===== src/rtl/tdm_pkg.sv =====
package tdm_pkg;
    parameter int NCH    = 4;
    parameter int CSEL_W = 3;
    parameter int CNT_W  = 4;
    parameter int STB_W  = 4;
    localparam int LEN_W = CNT_W + 3;

    typedef struct packed {
        logic             last;
        logic [STB_W-1:0] stb;
        logic             unit_byte;
        logic [CNT_W-1:0] cnt;
        logic [CSEL_W-1:0] csel;
    } slot_entry_t;

    localparam int ENTRY_W = $bits(slot_entry_t);

    typedef enum logic {SEQ_IDLE, SEQ_RUN} seq_state_e;

    function automatic logic [NCH-1:0] chan_decode(input logic [CSEL_W-1:0] code);
        logic [NCH-1:0] hot;
        for (int k = 0; k < NCH; k++) begin
            hot[k] = (code == CSEL_W'(k + 1));
        end
        return hot;
    endfunction
endpackage


===== src/rtl/tdm_route_table.sv =====
module tdm_route_table
    import tdm_pkg::*;
#(
    parameter int DEPTH = 16,
    localparam int IDX_W = $clog2(DEPTH)
) (
    input  logic             clk,
    input  logic             rst_n,
    input  logic             wr_en,
    input  logic [IDX_W-1:0] wr_idx,
    input  slot_entry_t      wr_data,
    input  logic             commit,
    input  logic [IDX_W-1:0] rd_idx,
    output slot_entry_t      rd_entry
);
    slot_entry_t staged [DEPTH];
    slot_entry_t live   [DEPTH];

    // Staging copy: written by software on the rising edge.
    always_ff @(posedge clk or negedge rst_n) begin
        if (!rst_n) begin
            for (int i = 0; i < DEPTH; i++) staged[i] <= '0;
        end else if (wr_en) begin
            staged[wr_idx] <= wr_data;
        end
    end

    // Live copy: swapped in whole at a frame boundary (sampled sync).
    always_ff @(negedge clk or negedge rst_n) begin
        if (!rst_n) begin
            for (int i = 0; i < DEPTH; i++) live[i] <= '0;
        end else if (commit) begin
            for (int i = 0; i < DEPTH; i++) live[i] <= staged[i];
        end
    end

    assign rd_entry = live[rd_idx];
endmodule


===== src/rtl/tdm_seq.sv =====
module tdm_seq
    import tdm_pkg::*;
#(
    parameter int DEPTH = 16,
    localparam int IDX_W = $clog2(DEPTH)
) (
    input  logic             clk,
    input  logic             rst_n,
    input  logic             fsync,
    input  slot_entry_t      ent,
    output logic [IDX_W-1:0] idx,
    output logic             active,
    output logic [NCH-1:0]   chan,
    output logic [STB_W-1:0] stb
);
    seq_state_e       state, state_nx;
    logic [LEN_W-1:0] bitcnt;
    logic [LEN_W-1:0] len_m1;
    logic             last_bit;
    logic             wrap;

    assign len_m1   = ent.unit_byte ? {ent.cnt, 3'b111} : {3'b000, ent.cnt};
    assign last_bit = (bitcnt == len_m1);
    assign wrap     = ent.last || (idx == IDX_W'(DEPTH - 1));

    // Next-state: SYNC_START, RESYNC, SLOT_ADVANCE, FRAME_END
    always_comb begin
        state_nx = state;
        if (fsync) begin
            state_nx = SEQ_RUN;
        end else begin
            unique case (state)
                SEQ_IDLE: state_nx = SEQ_IDLE;
                SEQ_RUN:  state_nx = (last_bit && wrap) ? SEQ_IDLE : SEQ_RUN;
            endcase
        end
    end

    always_ff @(negedge clk or negedge rst_n) begin
        if (!rst_n) state <= SEQ_IDLE;
        else        state <= state_nx;
    end

    always_ff @(negedge clk or negedge rst_n) begin
        if (!rst_n) begin
            idx    <= '0;
            bitcnt <= '0;
        end else if (fsync) begin
            idx    <= '0;
            bitcnt <= '0;
        end else if (state == SEQ_RUN) begin
            if (last_bit) begin
                bitcnt <= '0;
                idx    <= wrap ? '0 : idx + 1'b1;
            end else begin
                bitcnt <= bitcnt + 1'b1;
            end
        end
    end

    // Outputs per state
    always_comb begin
        unique case (state)
            SEQ_IDLE: begin
                active = 1'b0;
                chan   = '0;
                stb    = '0;
            end
            SEQ_RUN: begin
                active = 1'b1;
                chan   = chan_decode(ent.csel);
                stb    = ent.stb;
            end
        endcase
    end


    sync_start_chk: assert property (@(negedge clk) disable iff (!rst_n)
        ($past(fsync) && $past(rst_n)) |-> (state == SEQ_RUN && idx == '0 && bitcnt == '0));

    frame_end_chk: assert property (@(negedge clk) disable iff (!rst_n)
        (state == SEQ_RUN && !fsync && last_bit && ent.last) |=> (state == SEQ_IDLE));

    idle_hold_chk: assert property (@(negedge clk) disable iff (!rst_n)
        (state == SEQ_IDLE && !fsync) |=> (state == SEQ_IDLE && bitcnt == '0));
endmodule


===== src/rtl/tdm_slot_router.sv =====
module tdm_slot_router
    import tdm_pkg::*;
#(
    parameter int DEPTH  = 16,
    parameter int ADDR_W = 8,
    parameter int D_CHAN = 1
) (
    input  logic               clk,
    input  logic               rst_n,
    input  logic               fsync,
    input  logic               rxd,
    input  logic               grant_in,
    input  logic               tbl_we,
    input  logic [ADDR_W-1:0]  tbl_addr,
    input  logic [ENTRY_W-1:0] tbl_wdata,
    input  logic [NCH-1:0]     ch_tx_data,
    output logic [NCH-1:0]     ch_rx_stb,
    output logic               rx_bit,
    output logic [STB_W-1:0]   rx_slot_strb,
    output logic [NCH-1:0]     ch_tx_req,
    output logic               txd,
    output logic               txd_oe,
    output logic [STB_W-1:0]   tx_slot_strb,
    output logic [NCH-1:0]     ch_grant
);
    localparam int IDX_W = $clog2(DEPTH);
    localparam logic [NCH-1:0] DMASK = NCH'(1) << (D_CHAN - 1);

    logic             wr_ok;
    logic [1:0]       tbl_we_dir;
    slot_entry_t      ent   [2];
    logic [IDX_W-1:0] idx   [2];
    logic             act   [2];
    logic [NCH-1:0]   chan  [2];
    logic [STB_W-1:0] stb   [2];

    assign wr_ok      = tbl_we && (tbl_addr[ADDR_W-2:0] < (ADDR_W-1)'(DEPTH));
    assign tbl_we_dir = {wr_ok && tbl_addr[ADDR_W-1], wr_ok && !tbl_addr[ADDR_W-1]};

    // Direction 0 = receive table, direction 1 = transmit table
    for (genvar d = 0; d < 2; d++) begin : g_dir
        tdm_route_table #(.DEPTH(DEPTH)) u_tbl (
            .clk      (clk),
            .rst_n    (rst_n),
            .wr_en    (tbl_we_dir[d]),
            .wr_idx   (tbl_addr[IDX_W-1:0]),
            .wr_data  (slot_entry_t'(tbl_wdata)),
            .commit   (fsync),
            .rd_idx   (idx[d]),
            .rd_entry (ent[d])
        );
        tdm_seq #(.DEPTH(DEPTH)) u_seq (
            .clk    (clk),
            .rst_n  (rst_n),
            .fsync  (fsync),
            .ent    (ent[d]),
            .idx    (idx[d]),
            .active (act[d]),
            .chan   (chan[d]),
            .stb    (stb[d])
        );
    end

    // Receive side and grant: falling edge
    always_ff @(negedge clk or negedge rst_n) begin
        if (!rst_n) begin
            ch_rx_stb    <= '0;
            rx_bit       <= 1'b0;
            rx_slot_strb <= '0;
            ch_grant     <= '0;
        end else begin
            ch_rx_stb    <= chan[0];
            rx_bit       <= rxd;
            rx_slot_strb <= act[0] ? stb[0] : '0;
            if (fsync) ch_grant <= grant_in ? DMASK : '0;
        end
    end

    // Transmit side: rising edge
    always_ff @(posedge clk or negedge rst_n) begin
        if (!rst_n) begin
            txd          <= 1'b0;
            txd_oe       <= 1'b0;
            ch_tx_req    <= '0;
            tx_slot_strb <= '0;
        end else begin
            txd          <= |(chan[1] & ch_tx_data);
            txd_oe       <= |chan[1];
            ch_tx_req    <= chan[1];
            tx_slot_strb <= act[1] ? stb[1] : '0;
        end
    end


    rx_onehot_chk: assert property (@(negedge clk) disable iff (!rst_n)
        $onehot0(ch_rx_stb));

    tx_float_chk: assert property (@(posedge clk) disable iff (!rst_n)
        (chan[1] == '0) |=> !txd_oe);

    grant_hold_chk: assert property (@(negedge clk) disable iff (!rst_n)
        ($past(rst_n) && !$past(fsync)) |-> $stable(ch_grant));
endmodule


===== config.mk =====
export PLATFORM = sky130hd
export DESIGN_NAME = tdm_slot_router
export DESIGN_NICKNAME = d
export VERILOG_FILES = /design/src/rtl/tdm_pkg.sv /design/src/rtl/tdm_route_table.sv /design/src/rtl/tdm_seq.sv /design/src/rtl/tdm_slot_router.sv
export SDC_FILE = /design/constraint.sdc
export NUM_CORES = 1
export LEC_CHECK = 0
export BUFFER_PORTS_ARGS = -buffer_cell sky130_fd_sc_hd__buf_2
export CAP_MARGIN = 10
export CORE_ASPECT_RATIO = 1.25
export CORE_UTILIZATION = 45
export DETAILED_ROUTE_END_ITERATION = 7
export SYNTH_ARGS = -nofsm -noshare
export SYNTH_HDL_FRONTEND = slang
export SYNTH_HIERARCHICAL = 1
export SYNTH_SLANG_ARGS = --single-unit

===== constraint.sdc =====
create_clock -name clk -period 5.14 [get_ports clk]
set_input_delay 0 -clock clk [delete_from_list [all_inputs] [get_ports clk]]
set_output_delay 0 -clock clk [all_outputs]
set_load 0.01 [all_outputs]

After elaboration in Yosys (flattened, before gate mapping)
Index checks and enable logic that the tools add are counted.

operators by class
  mux-type cells = 41
  order comparisons = 5
  add/subtract/negate cells = 4
  equal/unequal tests = 12
  bitwise operators = 6
  reduce and logical (&&, ||, !) cells = 17

operator list
  cell                 count
  $bwmux 208           2
  $bmux 13 s4          2
  $mux 13              5
  $mux 7               8
  $demux 13 s4         1
  $mux 4               10
  $pmux 4 s2           4
  $ge 5x5->1 const B   3
  $not 4->5            3
  $add 7x1->7 const B  2
  $eq 7x7->1           2
  $eq 3x2->1 const B   4
  $add 4x1->4 const B  2
  $eq 4x4->1 const B   2
  $pmux 1 s2           4
  $reduce_bool 2->1    4
  $reduce_or 4->1      2
  $lt 7x5->1 const B   1
  $eq 3x1->1 const B   2
  $eq 3x3->1 const B   2
  $logic_and 1x1->1    6
  $lt 5x1->1 const B   1
  $mux 1               5
  $and 4x4->4          1
  4 further kinds      7

storage, ports and cells
  word-level logic and storage cells = 419
  input port bits = 31
  output and inout port bits = 23
  flip-flop bits (word level) = 879

Longest topological paths before layout
  depth after elaboration = 10
  gate-level depth with buffers = 11

Hierarchy
Netlist, hierarchy kept.

by module, submodules not included
  module           times used  seq. area each (um2)  area each (um2)  cells an instance
  tdm_route_table  2           10410.0               17152.7          1026
  tdm_seq          2           300.3                 857.1            101
  tdm_slot_router  1           500.5                 640.6            40

==> impl_metrics.yaml <==
run_status:
  outcome: "finished clean"
setup_path:
  cpMaxStageDelayCell: "mux4_2"
  reg2reg_depth: 8
  slowest_delay_ps: 510
  crit_type: "flip-flop to flip-flop"
  crit_chain: "buf_12 -> buf_12 -> mux4_2 -> a22oi_2 -> nand2_1 -> nor4b_1 -> buf_4 -> or4_1"
  reg2reg_to: "txd_oe"
  path_common_cell: "buf_12"
  reg2reg_from: "g_dir[1].u_seq/idx[0]"
  critPathArrivalTime_ps: 5530
  critical_path.max_fanout: 11
  crit_required_ps: 5640
  cp-start-kind: "flip-flop"
  cp-endpoint: "txd_oe"
  end_kind: "flip-flop"
  rrSetupSlack_ps: 110
  crit_start: "g_dir[1].u_seq/idx[0]"
timing:
  setup_slack_ps: 109.3
  finalMaxSlewViolations: 0
  final-setup-viol-count: 0
  rsz0062_at_grt: "no"
  setup-tns-final_ps: 0
  maxSlewHeadroom: 0.2039
  clock_skew_ps: 40.87
  tightest_slew_ps: 1194
  hold_viol: 0
yosys:
  synth-async-reset-ratio: 1.000
  synth_area_per_cell_um2: 15.98
  synth_common_cells: "mux2_2, dfrtn_1, dfrtp_1, mux4_2, clkbuf_1"
  yosysTopAreaCell: "dfrtn_1"
  synth_ff_type: "dfrtn_1"
  syn_inst: 2294
  synth_edf_count: 0
  synth_seq_area_share: 0.5980
  synth_area_leaders: "dfrtn_1, dfrtp_1, mux2_2"
  syn_area_mm2: 0.03666
  synth.most_common_cell: "mux2_2"
  ys_types: 57
  synth_top_area_frac: 0.3072
  ys_seq_elements: 876
  yosysWarnings: 6
floorplan:
  core_area_mm2: 0.08041
  io_pins: 54
  num_rows: 116
  die_area_mm2: 0.08262
  start_util: 0.4559
  die_x_um: 257.3
  die_height_um: 321.1
route:
  drc_errors: 0
  dr.pass1.iters: 5
  first_iter_violations: 1033
  num_vias: 19630
  ant_nets: 0
  avgViaCountPerCell: 5.581
  wire_per_inst_um: 23.93
  drt_wl_total_um: 84170
global_route:
  grtUsageTotal: 0.2114
  grt_pass1_vias: 21840
  antenna_found_initial: 4
  grt_max_degree: 93
  overflow: 0
  grt_pass1_wl_um: 133300
clock_tree:
  htreeDepth: 3
  cts_max_path_buffers: 3
  clk_pin_slew_ps: 60
  clk-insertion-delay-late_ps: 640
  numCtsBuffers: 88
  cts_num_sinks: 876
  cts_tree: "done"
  cts_root_buf: "clkbuf_16"
finish:
  fin_util: 0.5167
  drive_above_1_share: 0.4971
  synthToLayoutAreaGrowth_pct: 13.33
  fin_nets: 2418
  fill_cells: 6718
pwr:
  power.density_mw_per_mm2: 390.9
  irDropWorstVdd_v: 0.0002251
  p_leak_nw: 20.40
place:
  pre_cts_slack_ps: 72.46
  dpl.hpwl_um: 51420
  portBuffers: 50
  place.gp.congestion: 0.7916
min_path:
  min_from: "tbl_wdata[2]"
  hold_class: "input port to flip-flop"
flow_run:
  maxCapViolations: 0
through the flow:
step	area (µm²)	cells	hold slack [ps]	power, W
floorplan	36670	2296	-295.6	0.008949
global placement	38480	3349	14.39	0.009711
detailed placement	38480	3349	14.24	0.009783
CTS	41530	3516	106.2	0.01646
global route	41540	3516	156.4	0.01691
finish	41550	3517	139.7	0.01624
placed cells by master, fill, tap and decap left out, types with 6 or more instances in the layout:
cell type	instances
bufinv_16	6
inv_1	6
nor2_1	37
dfrtp_1	426
buf_4	70
nand2b_1	12
o21a_1	6
buf_2	48
dlygate4sd3_1	6
clkbuf_8	21
or3_1	6
clkinv_2	12
clkbuf_1	22
and2_1	18
mux4_2	104
mux2_2	771
xor2_1	6
nand2_1	47
dfrtn_1	450
o21ai_0	12
mux2_1	22
nor3_1	14
a22oi_1	53
nand4_1	6
nor3_2	6
buf_12	23
clkbuf_16	93
mux2_4	40
nand3_1	12
nand3b_1	6
xnor2_1	8
final cells by class:
class / count / area, µm² / share of cell area
well taps: 1062 / 1329 / 0.03198
inverters: 6 / 22.52 / 0.0005421
clock buffers: 136 / 2699 / 0.06496
repair buffers: 150 / 1328 / 0.03195
multi-input cells: 1261 / 13950 / 0.3357
clock inverters: 25 / 299.0 / 0.007198
diodes: 1 / 2.502 / 0.00006023
flip-flops and latches: 876 / 21920 / 0.5276
per-layer routing:
metal | GRT usage | wire length [µm] | up-vias
met5 | 0 | 0 | -
met4 | 0.06364 | 1916 | 0
met3 | 0.02498 | 2333 | 124
met2 | 0.3721 | 43860 | 286
met1 | 0.2732 | 36060 | 10660
li1 | - | - | 8564
how the worst min path moves through the flow:
stage | to | cells after the start
6_report | g_dir[0].u_tbl/staged[15] | 2
5_1_grt | g_dir[0].u_tbl/staged[67] | 2
4_1_cts | g_dir[0].u_tbl/staged[6] | 2
3_5_place_dp | g_dir[1].u_tbl/staged[103] | 1
3_3_place_gp | g_dir[1].u_tbl/staged[103] | 1
2_1_floorplan | ch_tx_req[0] | 0
logic make-up after synthesis:
group / share of synthesized area
fa+ha+maj: 0.001365
compound gates: 0.02123
other cells: 0.0001023
buf+inv: 0.02198
flops: 0.5980
mux: 0.3244
simple gates: 0.02962
xor+xnor: 0.003345
worst max-delay path, delay by kind of cell (launching register included):
family	cells	cell delay (ps)
AOI/OAI and AO/OA	1	200
buffers and inverters	3	470
DFF	1	440
muxes	1	510
and+or+nand+nor	3	710
what timing repair did:
| action | 4_1_cts | 5_1_grt |
|---|---|---|
| endpoints found under the hold margin | 368 | 0 |
| setup buffers | 0 | 0 |
| hold buffers | 6 | 0 |
| gates resized for setup | 0 | 2 |
| setup endpoints to repair | 0 | 2 |
report_power, final:
part,internal [W],switching [W],total [W]
clock network,0.00392,0.00268,0.00659
registers,0.00731,0.000222,0.00753
logic,0.000965,0.00115,0.00211
sequential cells by signal (all words and copies together), names as in the netlist:
register	cells
g_dir.u_seq/idx	8
g_dir.u_seq/bitcnt	14
tx_slot_strb	4
g_dir.u_seq/state	2
rx_slot_strb	4
ch_grant	1
g_dir.u_tbl/live	416
ch_rx_stb	4
ch_tx_req	4
rx_bit	1
g_dir.u_tbl/staged	416
txd	1
txd_oe	1
Power figures use the tool's default switching activity.
